==> src/rtl/sfw_pkg.sv <==
package sfw_pkg;

    // Per-block anomaly set; packed order fixes the read-port bit layout.
    typedef struct packed {
        logic misplaced;  // bit 4
        logic inserted;   // bit 3
        logic extended;   // bit 2
        logic short_blk;  // bit 1
        logic erasure;    // bit 0
    } sfw_flags_t;

    localparam int FLAGS_W = $bits(sfw_flags_t);
    localparam int RD_W    = 8;

endpackage

==> src/rtl/sfw_word_counter.sv <==
module sfw_word_counter
    import sfw_pkg::*;
#(
    parameter int BLOCK_WORDS = 1176,
    parameter int CNT_W       = $clog2(BLOCK_WORDS) + 1
) (
    input  logic             clk_i,
    input  logic             rst_ni,
    input  logic             word_i,
    input  logic             sync_i,
    input  logic             ins_en_i,
    input  logic             retime_en_i,
    output logic             start_o,
    output sfw_flags_t       ev_o,
    output logic [CNT_W-1:0] cnt_o
);

    localparam logic [CNT_W-1:0] LAST_POS = CNT_W'(BLOCK_WORDS - 1);
    localparam logic [CNT_W-1:0] CNT_MAX  = {CNT_W{1'b1}};

    typedef struct packed {
        logic [CNT_W-1:0] cnt;
    } cnt_state_t;

    cnt_state_t st_d, st_q;
    logic       start_d;
    sfw_flags_t ev_d;

    always_comb begin
        st_d    = st_q;
        start_d = 1'b0;
        ev_d    = '0;
        if (word_i) begin
            if (st_q.cnt == LAST_POS) begin
                if (sync_i) begin
                    start_d = 1'b1;
                end else if (ins_en_i) begin
                    start_d     = 1'b1;
                    ev_d.inserted = 1'b1;
                end else begin
                    ev_d.extended = 1'b1;
                end
            end else if (st_q.cnt < LAST_POS) begin
                if (sync_i && retime_en_i) begin
                    start_d        = 1'b1;
                    ev_d.misplaced = 1'b1;
                    ev_d.short_blk = 1'b1;
                end
            end else if (sync_i) begin
                start_d        = 1'b1;
                ev_d.misplaced = 1'b1;
            end

            if (start_d) begin
                st_d.cnt = '0;
            end else if (st_q.cnt != CNT_MAX) begin
                st_d.cnt = st_q.cnt + 1'b1;
            end
        end
    end

    always_ff @(posedge clk_i or negedge rst_ni) begin
        if (!rst_ni) begin
            st_q <= '0;
        end else begin
            st_q <= st_d;
        end
    end

    assign start_o = start_d;
    assign ev_o    = ev_d;
    assign cnt_o   = st_q.cnt;

endmodule

==> src/rtl/sfw_flag_accum.sv <==
module sfw_flag_accum
    import sfw_pkg::*;
(
    input  logic       clk_i,
    input  logic       rst_ni,
    input  logic       word_i,
    input  logic       erasure_i,
    input  logic       start_i,
    input  sfw_flags_t ev_i,
    output sfw_flags_t status_o
);

    typedef struct packed {
        sfw_flags_t pend;
        sfw_flags_t status;
    } acc_state_t;

    acc_state_t st_d, st_q;
    sfw_flags_t merged;

    always_comb begin
        st_d   = st_q;
        merged = st_q.pend | ev_i;
        merged.erasure = merged.erasure | erasure_i;
        if (word_i) begin
            if (start_i) begin
                st_d.status = merged;
                st_d.pend   = '0;
            end else begin
                st_d.pend = merged;
            end
        end
    end

    always_ff @(posedge clk_i or negedge rst_ni) begin
        if (!rst_ni) begin
            st_q <= '0;
        end else begin
            st_q <= st_d;
        end
    end

    assign status_o = st_q.status;

endmodule

==> src/rtl/sfw_read_port.sv <==
module sfw_read_port
    import sfw_pkg::*;
(
    input  logic            clk_i,
    input  logic            rst_ni,
    input  logic            rd_en_i,
    input  sfw_flags_t      status_i,
    output logic [RD_W-1:0] rd_data_o
);

    localparam int PAD_W = RD_W - FLAGS_W;

    typedef struct packed {
        logic [RD_W-1:0] data;
    } rd_state_t;

    rd_state_t st_d, st_q;

    always_comb begin
        st_d = st_q;
        if (rd_en_i) begin
            st_d.data = {{PAD_W{1'b0}}, status_i};
        end
    end

    always_ff @(posedge clk_i or negedge rst_ni) begin
        if (!rst_ni) begin
            st_q <= '0;
        end else begin
            st_q <= st_d;
        end
    end

    assign rd_data_o = st_q.data;

endmodule

==> src/rtl/sfw_flywheel.sv <==
module sfw_flywheel
    import sfw_pkg::*;
#(
    parameter int BLOCK_WORDS = 1176
) (
    input  logic       clk_i,
    input  logic       rst_ni,
    input  logic       word_i,
    input  logic       sync_i,
    input  logic       erasure_i,
    input  logic       ins_en_i,
    input  logic       retime_en_i,
    input  logic       rd_en_i,
    output logic       blk_start_o,
    output logic [7:0] rd_data_o
);

    localparam int CNT_W = $clog2(BLOCK_WORDS) + 1;

    typedef struct packed {
        logic blk_start;
    } top_state_t;

    top_state_t       st_d, st_q;
    logic             start_now;
    sfw_flags_t       ev_now;
    sfw_flags_t       status;
    logic [CNT_W-1:0] word_cnt;

    sfw_word_counter #(
        .BLOCK_WORDS (BLOCK_WORDS),
        .CNT_W       (CNT_W)
    ) u_cnt (
        .clk_i       (clk_i),
        .rst_ni      (rst_ni),
        .word_i      (word_i),
        .sync_i      (sync_i),
        .ins_en_i    (ins_en_i),
        .retime_en_i (retime_en_i),
        .start_o     (start_now),
        .ev_o        (ev_now),
        .cnt_o       (word_cnt)
    );

    sfw_flag_accum u_acc (
        .clk_i     (clk_i),
        .rst_ni    (rst_ni),
        .word_i    (word_i),
        .erasure_i (erasure_i),
        .start_i   (start_now),
        .ev_i      (ev_now),
        .status_o  (status)
    );

    sfw_read_port u_rd (
        .clk_i     (clk_i),
        .rst_ni    (rst_ni),
        .rd_en_i   (rd_en_i),
        .status_i  (status),
        .rd_data_o (rd_data_o)
    );

    always_comb begin
        st_d           = st_q;
        st_d.blk_start = start_now;
    end

    always_ff @(posedge clk_i or negedge rst_ni) begin
        if (!rst_ni) begin
            st_q <= '0;
        end else begin
            st_q <= st_d;
        end
    end

    assign blk_start_o = st_q.blk_start;

endmodule

==> config.mk <==
export PLATFORM = sky130hd
export DESIGN_NAME = sfw_flywheel
export DESIGN_NICKNAME = d
export VERILOG_FILES = /design/src/rtl/sfw_pkg.sv /design/src/rtl/sfw_word_counter.sv /design/src/rtl/sfw_flag_accum.sv /design/src/rtl/sfw_read_port.sv /design/src/rtl/sfw_flywheel.sv
export SDC_FILE = /design/constraint.sdc
export NUM_CORES = 1
export LEC_CHECK = 0
export CORE_MARGIN = 4
export CORE_UTILIZATION = 60
export CTS_CLUSTER_DIAMETER = 200
export CTS_CLUSTER_SIZE = 24
export DETAILED_ROUTE_END_ITERATION = 6
export DONT_BUFFER_PORTS = 1
export PLACE_DENSITY = 0.79
export SYNTH_ARGS = -nofsm -noshare
export SYNTH_HDL_FRONTEND = slang
export SYNTH_SLANG_ARGS = --single-unit
==> constraint.sdc <==
create_clock -name clk_i -period 4 [get_ports clk_i]
set_input_delay 0.8 -clock clk_i [delete_from_list [all_inputs] [get_ports clk_i]]
set_output_delay 0.8 -clock clk_i [all_outputs]
set_load 0.05 [all_outputs]
Word-level counts from Yosys, hierarchy flattened
Cells that the tools add are included.
- input bits: 8
- output and inout port bits: 9
- register bits after elaboration: 28
- word-level logic and storage cells: 41
- reduce and logical (&&, ||, !) cells: 4
- order comparisons: 1
- add/sub/neg operators: 1
- muxes and demuxes: 18
- equal/unequal tests: 2
- bitwise gates (word level): 2
- operator list (operator ; number):
    12-bit two-way mux ; 2
    12-bit by 1-bit adder with 12-bit output, second input constant ; 1
    12-bit by 11-bit == test with 1-bit output, second input constant ; 1
    12-bit by 11-bit < comparator with 1-bit output, second input constant ; 1
    1-bit two-way mux ; 12
    12-bit inequality test, second input constant ; 1
    5-bit two-way mux ; 1
    5-bit OR ; 1
    2-bit two-way mux ; 2
    4-bit two-way mux ; 1
    2-bit AND reduction ; 2
    2-bit nonzero test ; 1
    1-bit logical AND ; 1
    1-bit OR ; 1

Depth between registers and ports, before layout
- depth after elaboration: 8
- gate-level depth with buffers: 7
- gate-level depth less buffers: 6

Cells and area by module
Synthesis repeated with hierarchy kept, for this count alone.
- cell total of the unflattened synthesis: 158
- area, all modules: 1581.5 um^2
- by module, submodules not included (module ; area each (um^2) ; seq. area each (um^2) ; cells each ; instances):
    sfw_word_counter ; 880.8 ; 300.3 ; 99 ; 1
    sfw_flag_accum ; 467.9 ; 250.2 ; 44 ; 1
    sfw_read_port ; 207.7 ; 125.1 ; 14 ; 1
    sfw_flywheel ; 25.0 ; 25.0 ; 1 ; 1

Worst setup path after synthesis
Ideal clock, no wire load.
- path type: register to register
- from: reg u_cnt.st_q, in the netlist u_cnt.cnt_o[9]
- to: reg u_acc.st_q[6] in the netlist's numbering
- data required time: 3.879 ns
- buffers on the path: 1
- period minus slack after synthesis: 1.989 ns
- stages on the path, launching flop included: 7
- arrival: 1.868 ns
- setup time: 0.121 ns
- path slack: 2.011 ns
- cell sequence: dfrtp_1 -> or4_4 -> nor4_4 -> inv_1 -> a21oi_4 -> buf_8 -> nor2_1
- word-level cells in the longest chain between the ends: 6
- elaborated cells on any way between the ends: 11
- those cells by class: order compare: 1; eq/ne: 1; mux: 8; bitwise: 1
- ends and longest elaborated chain (what ; line ; text):
    start: declaration ; sfw_word_counter.sv:25 ; cnt_state_t st_d, st_q;
    start signal: assignment ; sfw_word_counter.sv:66 ; st_q <= st_d;
    12-bit by 11-bit < comparator with 1-bit output ; sfw_word_counter.sv:43 ; end else if (st_q.cnt < LAST_POS) begin
    1-bit two-way mux ; sfw_word_counter.sv:43 ;
    1-bit two-way mux (*) ; sfw_word_counter.sv:34 ; if (st_q.cnt == LAST_POS) begin
    1-bit two-way mux (*) (2 in series) ; sfw_word_counter.sv:33 ; if (word_i) begin
    net st_d ; sfw_flywheel.sv:24 ; top_state_t st_d, st_q;
    5-bit two-way mux (*) ; sfw_flag_accum.sv:26 ; if (start_i) begin
    end signal: assignment ; sfw_flag_accum.sv:39 ; st_q <= st_d;
    end: declaration ; sfw_flag_accum.sv:18 ; acc_state_t st_d, st_q;
Mark *: on every way through the listed nets, which the timed path passes. The rest lies on a longest branch. The select of a mux whose other input is x is not followed.
A chain may end at the register's enable or synchronous reset.

Final worst setup path
- from: reg u_cnt.st_q, in the netlist u_cnt.cnt_o[9]
- to: reg u_acc.st_q, in the netlist u_acc.status_o[4]
- word-level cells in the longest chain between the ends: 6
- elaborated cells on any way between the ends: 10
- those cells by class: order compare: 1; eq/ne: 1; mux: 6; bitwise: 1; reduce/logical: 1
- ends and longest elaborated chain (what ; line):
    12-bit by 11-bit < comparator with 1-bit output ; sfw_word_counter.sv:43
    1-bit two-way mux ; sfw_word_counter.sv:43
    1-bit two-way mux ; sfw_word_counter.sv:34
    1-bit two-way mux (2 in series) ; sfw_word_counter.sv:33
    2-bit AND reduction (no line) ; n/a
Several ways; a longest one is shown, not always the timed one. The select of a mux whose other input is x is not followed.

==> impl_metrics.yaml <==
sta:
  tightest_slew_ns: 0.500
  setup_violations: 0
  rsz0062_at_grt: "false"
  clock_skew_ns: 0.00452
  fmax_mhz: 437
  slew_headroom: 0.662
  hold_viol: 0
  tns_ns: 0
  finalMaxSlewViolations: 0
  period_minus_slack_ns: 2.29
  setup_ws_ns: 1.71
  period_share: 0.572
global_routing:
  grt-ovfl-total: 0
  grt_pass1_vias: 1036
  grt_util_all_layers: 0.192
  grt_max_degree: 29
  grt_pass1_wl_um: 5000
  antenna_found_initial: 0
floorplan:
  fp.dieH_um: 57.7
  coreArea_sq_um: 2280
  rows: 17
  die_w_um: 57.7
  initial_utilization: 0.651
  dieArea_sq_um: 3330
  ioPinCount: 17
clocking:
  path_clk_slew_ns: 0.15
  clk_latency_ns: 0.33
  cts_tree: "done"
  cts_root_buf: "clkbuf_4"
  htree_levels: 1
  numCtsBuffers: 3
  clock_tree.buffer_depth: 2
  cts_setup_buffers: 0
  cts_resized: 0
  holdBufCountCts: 0
  numClockSinks: 28
finish:
  instances_no_fill: 165
  areaGrowthSynthToFinish_pct: 2.45
  nets: 147
  antennaDiodeCount: 0
  final_layout_size_suffix_gt1_frac: 0.124
  fin_area_sq_um: 1520
power_and_ir_drop:
  p_int_w: 0.000504
  power_density_nw_per_um2: 507
  p_comb_frac: 0.187
  power_leakage_nw: 0.660
  p_seq_frac: 0.571
  power_w: 0.000770
  p_sw_w: 0.000267
  vdd_drop_max_mv: 0.379
  clkPwrFrac: 0.242
  switching_share: 0.346
place:
  hpwl_um: 2110
  postPlaceCellArea_sq_um: 1470
  preCtsSetupSlack_ns: 1.75
  place_congestion: 0.832
  port_buffers: 0
  post-place-cells: 161
synth:
  synth.cell_area_sq_um: 1480
  ys_ff_latch: 28
  synthFlopType: "dfrtp_1"
  syn_area_per_cell_sq_um: 10.7
  yosysSeqAreaShare: 0.473
  syn_inst: 138
  synth-edff-count: 0
  yosysMostFrequentCell: "dfrtp_1"
  ys_warn_count: 0
  async_reset_ff_frac: 1.00
  synthTopCellsByArea: "dfrtp_1 (47%), mux2i_1 (4.1%), mux2_2 (3.8%)"
  yosysTopAreaCellShare: 0.473
  synth_top_area_cell: "dfrtp_1"
  ys_types: 46
  ys_top_cells_by_count: "dfrtp_1 (28), nor2_1 (13), inv_1 (10), nand2_1 (8), a21oi_1 (7)"
critical_path:
  worstPathMaxFanout: 17
  crit_required_ns: 4.27
  worstReg2RegStart: "u_cnt.cnt_o[9]$_DFFE_PN0P_"
  start_kind: "flip-flop"
  crit_start: "u_cnt.cnt_o[9]$_DFFE_PN0P_"
  path_class: "reg -> reg"
  arrival_ns: 2.56
  endpoint_kind: "flip-flop"
run_status:
  outcome: "finished, final reports clean"
detailed_routing:
  wirelength_um: 2930
  wire_per_inst_um: 17.7
  drc: 0
  vias: 1042
  route.detailed.vias_per_inst: 6.32
  first_pass_iters: 4
  ant_nets: 0
  drt_iter0_drc: 48
run:
  cap_violations: 0
hold_path:
  min_path_type: "in -> async"
==> final timing paths <==
path / slack, ns / depth (start not counted) / endpoint
max: 1.71 / 5 / u_acc.status_o[4]$_DFFE_PN0P_
min: 0.13 / 0 / u_cnt.cnt_o[2]$_DFFE_PN0P_
max reg2reg: 1.71 / 5 / u_acc.status_o[4]$_DFFE_PN0P_
min reg2reg: 0.51 / 2 / u_acc.st_q[6]$_DFFE_PN0P_
max in group asynchronous: 3.78 / 0 / u_rd.rd_data_o[3]$_DFFE_PN0P_
min in group clk_i: 0.51 / 2 / u_acc.st_q[6]$_DFFE_PN0P_
==> critical path, cell delays in order, from the launching register on <==
cell	delay [ns]
dfrtp_1	0.47
or4_4	0.59
nor4_4	0.29
inv_1	0.15
a21oi_4	0.47
mux2i_1	0.25
==> cell type report <==
| cell class | instances | area [sq um] |
|---|---|---|
| clock buffers | 3 | 22.5 |
| clock inverters | 1 | 30.0 |
| fillers | 173 | 757 |
| inverters | 10 | 37.5 |
| multi-input cells | 95 | 693 |
| flip-flops and latches | 28 | 701 |
| well taps | 28 | 35.0 |
==> layout by cell type, fill, tap and decap left out, types with 2 or more instances in the layout <==
cell type   n
a21oi_1     7
and3_1      2
clkbuf_4    3
conb_1      3
dfrtp_1    28
inv_1      10
mux2_2      5
mux2i_1     6
nand2_1     8
nand3_1     6
nand4_1     3
nor2_1     13
nor3_1      4
nor4b_1     2
o21ai_0     4
or3_1       2
xor2_1      5
==> registers in the layout (all words and copies together) (netlist names) <==
signal          count
u_cnt.cnt_o        12
u_acc.st_q          5
u_acc.status_o      5
u_rd.rd_data_o      5
blk_start_o         1
==> kinds of logic after synthesis <==
kind of cell	share of synthesized area
buf+inv	0.0650
flops	0.473
fa+ha+maj	0.00844
compound gates	0.136
mux	0.0785
other cells	0.00253
xor+xnor	0.0354
simple gates	0.202
==> power groups by stage <==
stage	sequential (W)	combinational, W	clock (W)
2_1_floorplan	0.000412	0.000155	0
3_3_place_gp	0.000441	0.000137	0
3_5_place_dp	0.000446	0.000143	0
4_1_cts	0.000440	0.000144	0.000190
5_1_grt	0.000450	0.000161	0.000200
6_report	0.000440	0.000144	0.000186
==> per-layer routing <==
layer | GRT usage | wire length [um]
met1 | 0.252 | 1240
met2 | 0.323 | 1470
met3 | 0.0490 | 201
met4 | 0.0397 | 12
met5 | 0 | 0
==> per-stage QoR <==
step / hold WS, ns / utilization
after floorplan: 0.449 / -
final: 0.132 / 0.667
after detailed placement: 0.468 / 0.644
after global placement: 0.463 / 0.644
after CTS: 0.126 / 0.667
after global routing: 0.106 / 0.667
No activity file was read; power rests on OpenSTA's default activity.
